==> src/rtl/sia_pkg.sv <==
`timescale 1ns/1ps
package sia_pkg;
   localparam int unsigned SIA_BUS_W   = 32;
   localparam int unsigned SIA_WORD_W  = 16;
   localparam int unsigned SIA_MIN_BUS = 4;
   localparam int unsigned SIA_MIN_SMP = 8;
   localparam int unsigned SIA_BC_W    = $clog2(SIA_BUS_W / SIA_MIN_BUS);
   localparam int unsigned SIA_K_W     = $clog2(SIA_BUS_W / SIA_MIN_SMP + 1);

   typedef enum logic [1:0] {
      STG_ENCODER = 2'd0,
      STG_SHAPER  = 2'd1,
      STG_BYPASS  = 2'd2,
      STG_RSVD    = 2'd3
   } stage_e;

   typedef struct packed {
      logic [2:0] lg_bus;
      logic [2:0] lg_smp;
      logic       word16;
      logic       cplx;
   } eff_cfg_t;
endpackage

==> src/rtl/sia_cfg.sv <==
`timescale 1ns/1ps
module sia_cfg
   import sia_pkg::*;
#(
   parameter int unsigned CH_W  = 2,
   parameter int unsigned DIV_W = 8
) (
   input  logic                upconv_mode,
   input  logic [1:0]          bus_sel,
   input  logic                word16,
   input  logic                cplx,
   input  logic [1:0]          first_stage,
   input  logic [CH_W-1:0]     nch_m1,
   input  logic [DIV_W-1:0]    div_ratio,
   output eff_cfg_t            eff,
   output logic [CH_W-1:0]     nch_eff,
   output logic [SIA_BC_W-1:0] bps_m1,
   output logic [SIA_K_W-1:0]  kcnt,
   output logic                cfg_err
);
   logic [3:0] span;
   logic       stage_ok;

   always_comb begin
      eff = '0;
      if (upconv_mode) begin
         eff.lg_bus = 3'd5;
         eff.word16 = 1'b1;
         eff.cplx   = 1'b1;
         nch_eff    = '0;
      end else begin
         eff.lg_bus = 3'd2 + {1'b0, bus_sel};
         eff.word16 = word16;
         eff.cplx   = cplx;
         nch_eff    = nch_m1;
      end
      eff.lg_smp = 3'd3 + {2'b0, eff.word16} + {2'b0, eff.cplx};

      if (eff.lg_smp >= eff.lg_bus) begin
         span   = 4'd1 << (eff.lg_smp - eff.lg_bus);
         bps_m1 = SIA_BC_W'(span - 4'd1);
         kcnt   = SIA_K_W'(1);
      end else begin
         span   = 4'd1 << (eff.lg_bus - eff.lg_smp);
         bps_m1 = '0;
         kcnt   = SIA_K_W'(span);
      end

      case (first_stage)
         STG_ENCODER: stage_ok = !word16 && !cplx;
         STG_SHAPER:  stage_ok = !word16 &&  cplx;
         STG_BYPASS:  stage_ok =  word16 &&  cplx;
         default:     stage_ok = 1'b0;
      endcase

      cfg_err = (!upconv_mode && !stage_ok)
              || (div_ratio < DIV_W'(2))
              || (div_ratio < DIV_W'(kcnt));
   end
endmodule

==> src/rtl/sia_clkdiv.sv <==
`timescale 1ns/1ps
module sia_clkdiv #(
   parameter int unsigned DIV_W = 8
) (
   input  logic             clk,
   input  logic             rst_n,
   input  logic             run,
   input  logic [DIV_W-1:0] ratio,
   output logic             dco,
   output logic             cap
);
   logic [DIV_W-1:0] cnt;
   logic             wrap;

   assign wrap = (cnt == ratio - DIV_W'(1));
   assign cap  = run && wrap;
   assign dco  = run && (cnt < (ratio >> 1));

   always_ff @(posedge clk) begin
      if (!rst_n || !run) cnt <= '0;
      else if (wrap)      cnt <= '0;
      else                cnt <= cnt + DIV_W'(1);
   end

   // the phase counter stays inside the programmed period
   a_r4_phase_in_period: assert property (@(posedge clk) disable iff (!rst_n)
      run |-> (cnt < ratio));
endmodule

==> src/rtl/sia_pack.sv <==
`timescale 1ns/1ps
module sia_pack
   import sia_pkg::*;
#(
   parameter int unsigned BUS_W = 32
) (
   input  logic                clk,
   input  logic                rst_n,
   input  logic                run,
   input  logic                cap,
   input  logic [BUS_W-1:0]    bus_data,
   input  logic [2:0]          lg_bus,
   input  logic [SIA_BC_W-1:0] bps_m1,
   output logic                fsync,
   output logic                load,
   output logic [BUS_W-1:0]    load_word
);
   localparam int unsigned NWID = 4;

   logic [BUS_W-1:0]    beat_w [NWID];
   logic [BUS_W-1:0]    beat;
   logic [BUS_W-1:0]    acc;
   logic [BUS_W-1:0]    acc_nx;
   logic [SIA_BC_W-1:0] bcnt;
   logic [1:0]          wsel;
   logic [5:0]          bw;
   logic [5:0]          sh;

   for (genvar g = 0; g < NWID; g++) begin : g_width
      localparam logic [BUS_W-1:0] MASK = BUS_W'((64'd1 << (SIA_MIN_BUS << g)) - 64'd1);
      assign beat_w[g] = bus_data & MASK;
   end

   assign wsel      = 2'(lg_bus - 3'd2);
   assign beat      = beat_w[wsel];
   assign bw        = 6'd1 << lg_bus;
   assign sh        = 6'(6'(bcnt) * bw);
   assign acc_nx    = acc | (beat << sh);
   assign load      = cap && (bcnt == bps_m1);
   assign load_word = acc_nx;
   assign fsync     = run && (bcnt == '0);

   always_ff @(posedge clk) begin
      if (!rst_n || !run) begin
         bcnt <= '0;
         acc  <= '0;
      end else if (cap) begin
         if (bcnt == bps_m1) begin
            bcnt <= '0;
            acc  <= '0;
         end else begin
            bcnt <= bcnt + SIA_BC_W'(1);
            acc  <= acc_nx;
         end
      end
   end

   // the beat position, and so fsync, moves only on a capture
   a_r6_beat_pos_holds: assert property (@(posedge clk) disable iff (!rst_n)
      (run && !cap) |=> (bcnt == $past(bcnt)));
endmodule

==> src/rtl/sia_emit.sv <==
`timescale 1ns/1ps
module sia_emit
   import sia_pkg::*;
#(
   parameter int unsigned BUS_W  = 32,
   parameter int unsigned WORD_W = 16,
   parameter int unsigned CH_W   = 2
) (
   input  logic               clk,
   input  logic               rst_n,
   input  logic               run,
   input  logic               load,
   input  logic [BUS_W-1:0]   load_word,
   input  logic [2:0]         lg_smp,
   input  logic               word16,
   input  logic               cplx,
   input  logic [SIA_K_W-1:0] kcnt,
   input  logic [CH_W-1:0]    nch_m1,
   output logic               smp_valid,
   output logic [WORD_W-1:0]  smp_i,
   output logic [WORD_W-1:0]  smp_q,
   output logic [CH_W-1:0]    smp_ch
);
   localparam int unsigned HW = WORD_W / 2;

   logic [BUS_W-1:0]   pend;
   logic [SIA_K_W-1:0] rem;
   logic [5:0]         sw;

   assign sw        = 6'd1 << lg_smp;
   assign smp_valid = run && (rem != '0);

   always_comb begin
      if (word16) smp_i = pend[WORD_W-1:0];
      else        smp_i = {{HW{1'b0}}, pend[HW-1:0]};
      if (!cplx)       smp_q = '0;
      else if (word16) smp_q = pend[2*WORD_W-1:WORD_W];
      else             smp_q = {{HW{1'b0}}, pend[WORD_W-1:HW]};
   end

   always_ff @(posedge clk) begin
      if (!rst_n || !run) begin
         pend   <= '0;
         rem    <= '0;
         smp_ch <= '0;
      end else begin
         if (load) begin
            pend <= load_word;
            rem  <= kcnt;
         end else if (smp_valid) begin
            pend <= pend >> sw;
            rem  <= rem - SIA_K_W'(1);
         end
         if (smp_valid) smp_ch <= (smp_ch == nch_m1) ? '0 : smp_ch + CH_W'(1);
      end
   end

   // never more pending samples than one beat holds
   a_r7_pending_bound: assert property (@(posedge clk) disable iff (!rst_n)
      run |-> (rem <= kcnt));
   // channel index stays within the active channel count
   a_r9_channel_range: assert property (@(posedge clk) disable iff (!rst_n)
      run |-> (smp_ch <= nch_m1));
   // an idle cycle leaves nothing pending and the channel back at 0
   a_r3_idle_flushes: assert property (@(posedge clk) disable iff (!rst_n)
      !run |=> ((rem == '0) && (smp_ch == '0)));
endmodule

==> src/rtl/sample_input_assembler.sv <==
`timescale 1ns/1ps
module sample_input_assembler
   import sia_pkg::*;
#(
   parameter int unsigned BUS_W  = 32,
   parameter int unsigned WORD_W = 16,
   parameter int unsigned MAX_CH = 4,
   parameter int unsigned DIV_W  = 8
) (
   input  logic              clk,
   input  logic              rst_n,
   input  logic              en,
   input  logic              upconv_mode,
   input  logic [1:0]        bus_sel,
   input  logic              word16,
   input  logic              cplx,
   input  logic [1:0]        first_stage,
   input  logic [$clog2(MAX_CH)-1:0] nch_m1,
   input  logic [DIV_W-1:0]  div_ratio,
   input  logic [BUS_W-1:0]  bus_data,
   output logic              dco,
   output logic              fsync,
   output logic              smp_valid,
   output logic [WORD_W-1:0] smp_i,
   output logic [WORD_W-1:0] smp_q,
   output logic [$clog2(MAX_CH)-1:0] smp_ch,
   output logic              cfg_err
);
   localparam int unsigned CH_W  = $clog2(MAX_CH);
   localparam int unsigned RAW_W = 7 + CH_W + DIV_W;

   if (BUS_W != SIA_BUS_W)   begin : g_bad_bus  $error("BUS_W must be 32");   end
   if (WORD_W != SIA_WORD_W) begin : g_bad_word $error("WORD_W must be 16");  end
   if (MAX_CH != 2 && MAX_CH != 4) begin : g_bad_ch $error("MAX_CH must be 2 or 4"); end
   if (DIV_W < SIA_K_W + 1)  begin : g_bad_div  $error("DIV_W too narrow");  end

   eff_cfg_t            eff;
   logic [CH_W-1:0]     nch_eff;
   logic [SIA_BC_W-1:0] bps_m1;
   logic [SIA_K_W-1:0]  kcnt;
   logic [RAW_W-1:0]    raw, raw_q;
   logic                run, cap, load;
   logic [BUS_W-1:0]    load_word;

   assign raw = {upconv_mode, bus_sel, word16, cplx, first_stage, nch_m1, div_ratio};
   assign run = en && !cfg_err && (raw == raw_q);

   always_ff @(posedge clk) begin
      if (!rst_n) raw_q <= '0;
      else        raw_q <= raw;
   end

   sia_cfg #(.CH_W(CH_W), .DIV_W(DIV_W)) u_cfg (
      .upconv_mode (upconv_mode),
      .bus_sel     (bus_sel),
      .word16      (word16),
      .cplx        (cplx),
      .first_stage (first_stage),
      .nch_m1      (nch_m1),
      .div_ratio   (div_ratio),
      .eff         (eff),
      .nch_eff     (nch_eff),
      .bps_m1      (bps_m1),
      .kcnt        (kcnt),
      .cfg_err     (cfg_err)
   );

   sia_clkdiv #(.DIV_W(DIV_W)) u_div (
      .clk   (clk),
      .rst_n (rst_n),
      .run   (run),
      .ratio (div_ratio),
      .dco   (dco),
      .cap   (cap)
   );

   sia_pack #(.BUS_W(BUS_W)) u_pack (
      .clk       (clk),
      .rst_n     (rst_n),
      .run       (run),
      .cap       (cap),
      .bus_data  (bus_data),
      .lg_bus    (eff.lg_bus),
      .bps_m1    (bps_m1),
      .fsync     (fsync),
      .load      (load),
      .load_word (load_word)
   );

   sia_emit #(.BUS_W(BUS_W), .WORD_W(WORD_W), .CH_W(CH_W)) u_emit (
      .clk       (clk),
      .rst_n     (rst_n),
      .run       (run),
      .load      (load),
      .load_word (load_word),
      .lg_smp    (eff.lg_smp),
      .word16    (eff.word16),
      .cplx      (eff.cplx),
      .kcnt      (kcnt),
      .nch_m1    (nch_eff),
      .smp_valid (smp_valid),
      .smp_i     (smp_i),
      .smp_q     (smp_q),
      .smp_ch    (smp_ch)
   );

   // the upconverter mode never reports a channel other than 0
   a_r10_single_channel: assert property (@(posedge clk) disable iff (!rst_n)
      (upconv_mode && smp_valid) |-> (smp_ch == '0));
endmodule

==> config.mk <==
export PLATFORM = sky130hd
export DESIGN_NAME = sample_input_assembler
export DESIGN_NICKNAME = d
export VERILOG_FILES = /design/src/rtl/sia_pkg.sv /design/src/rtl/sia_cfg.sv /design/src/rtl/sia_clkdiv.sv /design/src/rtl/sia_pack.sv /design/src/rtl/sia_emit.sv /design/src/rtl/sample_input_assembler.sv
export SDC_FILE = /design/constraint.sdc
export NUM_CORES = 1
export LEC_CHECK = 0
export BUFFER_PORTS_ARGS = -buffer_cell sky130_fd_sc_hd__buf_2
export CAP_MARGIN = 20
export CORE_MARGIN = 1.5
export CORE_UTILIZATION = 40
export DETAILED_ROUTE_END_ITERATION = 7
export MAX_ROUTING_LAYER = met4
export PLACE_DENSITY = 0.62
export SETUP_SLACK_MARGIN = 0.02
export SYNTH_ARGS = -nofsm -noshare
export SYNTH_HDL_FRONTEND = slang
export SYNTH_SLANG_ARGS = --single-unit
==> constraint.sdc <==
create_clock -name clk -period 5.9 [get_ports clk]
set_input_delay 0.295 -clock clk [delete_from_list [all_inputs] [get_ports clk]]
set_output_delay 0.295 -clock clk [all_outputs]
set_load 0.1 [all_outputs]
==> results of run 1 <==
-- synthesized netlist by cell type, types with 7 or more instances --
| cell type | count |
|---|---|
| nor3_1 | 50 |
| nand4_1 | 7 |
| ha_1 | 28 |
| nor2_1 | 76 |
| a21oi_1 | 56 |
| xnor2_1 | 14 |
| nor4_1 | 8 |
| o21ai_0 | 33 |
| mux2i_1 | 46 |
| or3_1 | 7 |
| nand3_1 | 33 |
| and2_1 | 41 |
| mux4_2 | 12 |
| a21o_1 | 11 |
| nand2b_1 | 7 |
| and3_1 | 11 |
| clkbuf_1 | 57 |
| o211ai_1 | 20 |
| dfxtp_1 | 97 |
| a221oi_1 | 7 |
| a211oi_1 | 20 |
| mux2_2 | 19 |
| o311ai_0 | 9 |
| xor2_1 | 26 |
| a31oi_1 | 23 |
| nand2_1 | 71 |
| inv_1 | 38 |
| a2111oi_0 | 7 |
| buf_4 | 10 |
-- power groups by stage --
stage / Clock (mW) / Sequential, mW / Combinational, mW
2_1_floorplan: 0 / 0.678 / 0.314
3_3_place_gp: 0 / 0.678 / 0.437
3_5_place_dp: 0 / 0.678 / 0.437
4_1_cts: 0.630 / 0.663 / 0.440
5_1_grt: 0.654 / 0.663 / 0.492
6_report: 0.620 / 0.663 / 0.451
-- flip-flops by register name, summed over array words and instances (netlist names) --
signal and cells:
u_emit.pend 32, u_pack.acc 32, raw_q 17, u_div.cnt 8, u_emit.rem 3, u_pack.bcnt 3
u_emit.smp_ch 2
-- layer usage --
| metal | vias up | wire length [µm] | track usage (%) |
|---|---|---|---|
| met1 | 3426 | 10900 | 33.4 |
| met3 | 29 | 1730 | 5.20 |
| met2 | 290 | 9830 | 35.4 |
| met5 | - | 0 | - |
| li1 | 3559 | - | - |
| met4 | 0 | 396 | 7.35 |
-- critical path, stage by stage --
cell      delay, ns
buf_2          0.23
nor2_1         0.15
buf_4          0.18
inv_1          0.07
ha_1           0.27
inv_1          0.04
ha_1           0.35
o211a_1        0.28
or2_2          0.30
inv_1          0.08
nand4b_1       0.14
ha_1           0.31
o21ai_0        0.08
a22oi_1        0.14
nor2_1         0.09
a211oi_4       0.47
inv_4          0.11
nor2_1         0.53
nand2_1        0.59
a211oi_1       0.37
-- through the flow --
stage	TNS, ns	instance area (µm²)
6_report	0	8530
3_5_place_dp	0	8220
2_1_floorplan	-0.314	7620
4_1_cts	0	8530
5_1_grt	0	8530
3_3_place_gp	0	8220
-- cell type report --
class	count	area, µm²
inverters	42	160
flip-flops and latches	97	1940
clock buffers	10	239
repair buffers	110	648
well taps	234	293
fillers	1920	10100
clock inverters	6	71.3
multi-input cells	738	5180
-- kinds of logic after synthesis --
group                    share of synthesized area [%]
AND/OR/NAND/NOR                                   23.2
XOR/XNOR                                          4.61
AO/OA/AOI/OAI                                     21.5
multiplexers                                      12.4
flip-flops                                        25.6
other                                           0.0494
buffers and inverters                             6.75
adder cells (fa/ha/maj)                           5.93
-- final timing paths --
| kind | startpoint | to | slack [ns] | depth (start not counted) |
|---|---|---|---|---|
| setup / recovery | upconv_mode | u_emit.pend[6] | 1.06 | 20 |
| hold / removal | first_stage[0] | raw_q[10] | 0.21 | 2 |
| setup reg to reg | u_pack.bcnt[1] | u_emit.pend[29] | 1.81 | 10 |
| hold reg to reg | u_pack.acc[23] | u_pack.acc[23] | 0.47 | 2 |
-- layout by cell type (no fill, tap or decap), types with 6 or more instances in the layout --
| cell type | n |
|---|---|
| xnor2_1 | 14 |
| mux4_2 | 12 |
| a211oi_1 | 20 |
| a31oi_1 | 23 |
| a21o_1 | 11 |
| dfxtp_1 | 97 |
| xor2_1 | 26 |
| mux2i_1 | 46 |
| nand3_1 | 33 |
| a21oi_1 | 56 |
| a221oi_1 | 7 |
| or3_1 | 7 |
| and2_1 | 41 |
| nor2_1 | 76 |
| inv_1 | 38 |
| o311ai_0 | 9 |
| nand2b_1 | 7 |
| ha_1 | 28 |
| o21ai_0 | 33 |
| a2111oi_0 | 6 |
| nor3_1 | 50 |
| o211ai_1 | 20 |
| and3_1 | 11 |
| nand2_1 | 71 |
| nor4_1 | 8 |
| nand4_1 | 7 |
| buf_4 | 21 |
| mux2_2 | 19 |
| o211a_1 | 6 |
| buf_2 | 86 |
| clkbuf_16 | 9 |
==> qor.yml, run 1 <==
drt_wl_total_um: 22900
route.detailed.drc: 0
clockBufferDepth: 2
syn_inst: 953
arrival_ns: 5.10
comb_power_share_pct: 26.0
vdd_drop_max_mv: 0.152
cap_viol_max_count: 0
area_growth_pct: 12.3
internal_power_mw: 1.17
n_antenna_cell: 0
ctsHtreeMaxLevel: 3
placed_cells: 1221
yosysSeqAreaShare_pct: 25.6
synth_top_area_share_pct: 25.6
status: "finished, final reports clean"
synth_cell_types: 73
wl_per_cell_um: 18.5
overflow: 0
drtIter0Drc: 665
die_y_um: 141
first_global_vias: 6756
tightest_slew_ns: 1.00
period_minus_slack_ns: 4.84
timing.fmax_ghz: 0.207
synth_ff_type: "dfxtp_1"
holdBufCountCts: 0
antenna_found_initial: 0
finalSetupViolations: 0
place_ws_ns: 0.766
fin_nets: 1083
grt_max_degree: 46
timing.final.ws_setup_ns: 1.06
gp_congestion: 0.888
power.share.switching_pct: 32.5
post_cts_buffers: 0
hold_class: "input pin to flip-flop"
clock-sinks: 97
p_leak_nw: 3.37
p_switching_mw: 0.564
row_count: 50
vias: 7304
synth-edff-count: 0
cp-start-kind: "input pin"
track_usage_pct: 24.2
layout-drive-gt1-share_pct: 17.5
dr.pass1.iters: 5
maxSlewHeadroom_pct: 32.5
crit_required_ns: 6.16
layout.cells.non_filler: 1237
p_per_area_nw_per_um2: 203
clkTransAtPathRegs_ns: 0.07
core_area_um2: 18600
portBuffers: 89
clock_latency_ns: 0.36
via_per_inst: 5.90
root_buffer: "clkbuf_16"
crit_path_end_kind: "flip-flop"
crit_type: "input pin to flip-flop"
period_share_pct: 82.1
seq_power_share_pct: 38.2
synth_area_leaders: "dfxtp_1 26%, mux2i_1 6.1%, ha_1 4.6%, nor2_1 3.8%, a21oi_1 3.7%"
syn_area_per_cell_um2: 7.97
cts_made_buffers: 9
whs_ns: 0.213
initial_core_util_pct: 40.8
grt_pass1_wl_um: 37000
fin_skew_ns: 0.0105
yosysTopAreaCell: "dfxtp_1"
die_w_um: 141
cts.repair.resized: 0
finalPower_mw: 1.73
cts_tree: "built"
io_pins: 90
syn-cell-area_um2: 7600
slew_violations: 0
final_antenna_net_count: 0
worst-path-max-fanout: 18
clkPwrFrac_pct: 35.8
fin_util_pct: 45.8
yosysWarnings: 0
ys_async_sr_fraction_pct: 0
ys_ff_latch: 97
dp_hpwl_um: 17100
rsz0062_at_grt: "false"
hold_violations: 0
die-area_um2: 19800
No activity file was read; power rests on OpenSTA's default activity.
==> inputs of run 2 (changes only) <==
- clock period: 5.9 -> 4.85 ns (I/O delays scaled with it)
==> qor.yml, run 2 (synthesized netlist as in run 1, its figures left out) <==
crit_path_end_kind: "output port"  # was flip-flop
initial_core_util_pct: 40.8  # unchanged
fin_skew_ns: 0.00609  # was 0.0105 ns
overflow: 0  # unchanged
clock_latency_ns: 0.35  # was 0.36 ns
layout-drive-gt1-share_pct: 18.3  # was 17.5%
arrival_ns: 4.27  # was 5.10 ns
rsz0062_at_grt: "false"  # unchanged
die_w_um: 141  # unchanged
core_area_um2: 18600  # unchanged
fin_nets: 1089  # was 1083
root_buffer: "clkbuf_16"  # unchanged
post_cts_buffers: 0  # unchanged
timing.fmax_ghz: 0.221
internal_power_mw: 1.45  # was 1.17 mW
antenna_found_initial: 0  # unchanged
die-area_um2: 19800  # unchanged
slew_violations: 0  # unchanged
clock-sinks: 97  # unchanged
crit_required_ns: 4.61  # was 6.16 ns
worst-path-max-fanout: 27  # was 18
io_pins: 90  # unchanged
seq_power_share_pct: 38.0  # was 38.2%
dr.pass1.iters: 5  # unchanged
period_minus_slack_ns: 4.52
cts_tree: "built"  # unchanged
status: "finished, final reports clean"  # unchanged
crit_type: "input pin to output port"  # was input pin to flip-flop
final_antenna_net_count: 0  # unchanged
reg_top3: "u_emit.pend x32, u_pack.acc x32, raw_q x17"  # unchanged
drt_wl_total_um: 22700  # was 22900 µm
via_per_inst: 5.90  # about the same
vias: 7337  # was 7304
cap_viol_max_count: 0  # unchanged
drtIter0Drc: 719  # was 665
comb_power_share_pct: 26.3  # was 26.0%
vdd_drop_max_mv: 0.173  # was 0.152 mV
final_cell_mix: "97 x dfxtp_1, 85 x buf_2, 74 x nor2_1"  # was 97 x dfxtp_1, 86 x buf_2, 76 x nor2_1
p_per_area_nw_per_um2: 245  # was 203 nW/µm²
p_switching_mw: 0.676  # was 0.564 mW
cp-start-kind: "input pin"  # unchanged
route.detailed.drc: 0  # unchanged
clkTransAtPathRegs_ns: 0.07  # about the same
n_antenna_cell: 0  # unchanged
hold_class: "input pin to flip-flop"  # unchanged
area_growth_pct: 13.8  # was 12.3%
finalPower_mw: 2.12  # was 1.73 mW
setup_tns_ns: 0  # unchanged
p_leak_nw: 3.41  # was 3.37 nW
cts.repair.resized: 0  # unchanged
power.share.switching_pct: 31.9  # was 32.5%
portBuffers: 89  # unchanged
first_global_vias: 6713  # was 6756
grt_max_degree: 46  # unchanged
track_usage_pct: 24.0  # was 24.2%
grt_pass1_wl_um: 36800  # was 37000 µm
period_share_pct: 93.1
clockBufferDepth: 2  # unchanged
maxSlewHeadroom_pct: 27.6  # was 32.5%
tightest_slew_ns: 1.09  # was 1.00 ns
hold_violations: 0  # unchanged
row_count: 50  # unchanged
dp_hpwl_um: 17200  # was 17100 µm
ctsHtreeMaxLevel: 3  # unchanged
die_y_um: 141  # unchanged
clkPwrFrac_pct: 35.7  # was 35.8%
finalSetupViolations: 0  # unchanged
gp_congestion: 0.918  # was 0.888
wl_per_cell_um: 18.3  # was 18.5 µm
cts_made_buffers: 9  # unchanged
holdBufCountCts: 0  # unchanged
final_common_cell: "dfxtp_1"  # unchanged
-- run 2: changes by cell type in the layout (fill, tap and decap cells not counted), sizes merged --
cell,delta
inv,-1
clkinv,-1
buf,+6
clkbuf,+2
-- run 2: critical path: stages --
cell and delay, ns:
buf_2 0.20, or2_2 0.41, inv_1 0.32, ha_1 0.35
o211a_1 0.19, or2_2 0.29, inv_1 0.07, o2111ai_1 0.13
ha_1 0.30, o21ai_0 0.07, a22oi_1 0.14, nor2_1 0.09
a211oi_4 0.31, nand2_2 0.45, a2111oi_4 0.46, buf_12 0.22
-- run 2: path summary, 6_finish.rpt --
check	slack (ns)	end	cells after the start	startpoint
setup / recovery	0.33	dco	16	upconv_mode
hold / removal	0.16	raw_q[10]	2	first_stage[0]
setup reg to reg	0.99	u_emit.pend[1]	10	u_pack.bcnt[1]
hold reg to reg	0.46	u_pack.acc[16]	2	u_pack.acc[16]
-- run 2: area by class of cell --
class	count	area, µm²
repair buffers	116	721
multi-input cells	738	5220
clock inverters	4	57.6
clock buffers	12	256
inverters	42	160
well taps	234	293
fillers	1897	10000
flip-flops and latches	97	1940
-- run 2: routing by layer --
layer | part of all wire (%) | global-route usage [%] | vias to the layer above
li1 | - | - | 3592
met1 | 49 | 35.0 | 3437
met2 | 43 | 34.1 | 284
met3 | 6.5 | 3.57 | 24
met4 | 1.6 | 7.24 | 0
met5 | 0 | - | -
-- run 2: power by group through the flow --
stage / logic (mW) / clock network [mW] / registers (mW)
6_report: 0.558 / 0.757 / 0.806
5_1_grt: 0.611 / 0.807 / 0.807
4_1_cts: 0.546 / 0.773 / 0.806
3_5_place_dp: 0.542 / 0 / 0.825
3_3_place_gp: 0.544 / 0 / 0.825
2_1_floorplan: 0.387 / 0 / 0.825
-- run 2: per-stage QoR --
stage                     hold slack (ns)  setup WS [ns]  instances  utilization [%]  area [µm²]
after floorplan                     0.364         0.0315        957                -        7700
after global placement              0.442          0.391       1227             44.7        8330
after detailed placement            0.449          0.346       1227             44.7        8330
after CTS                           0.151          0.356       1243             46.4        8640
after global routing                0.165         0.0761       1243             46.4        8640
final                               0.156          0.334       1243             46.4        8640
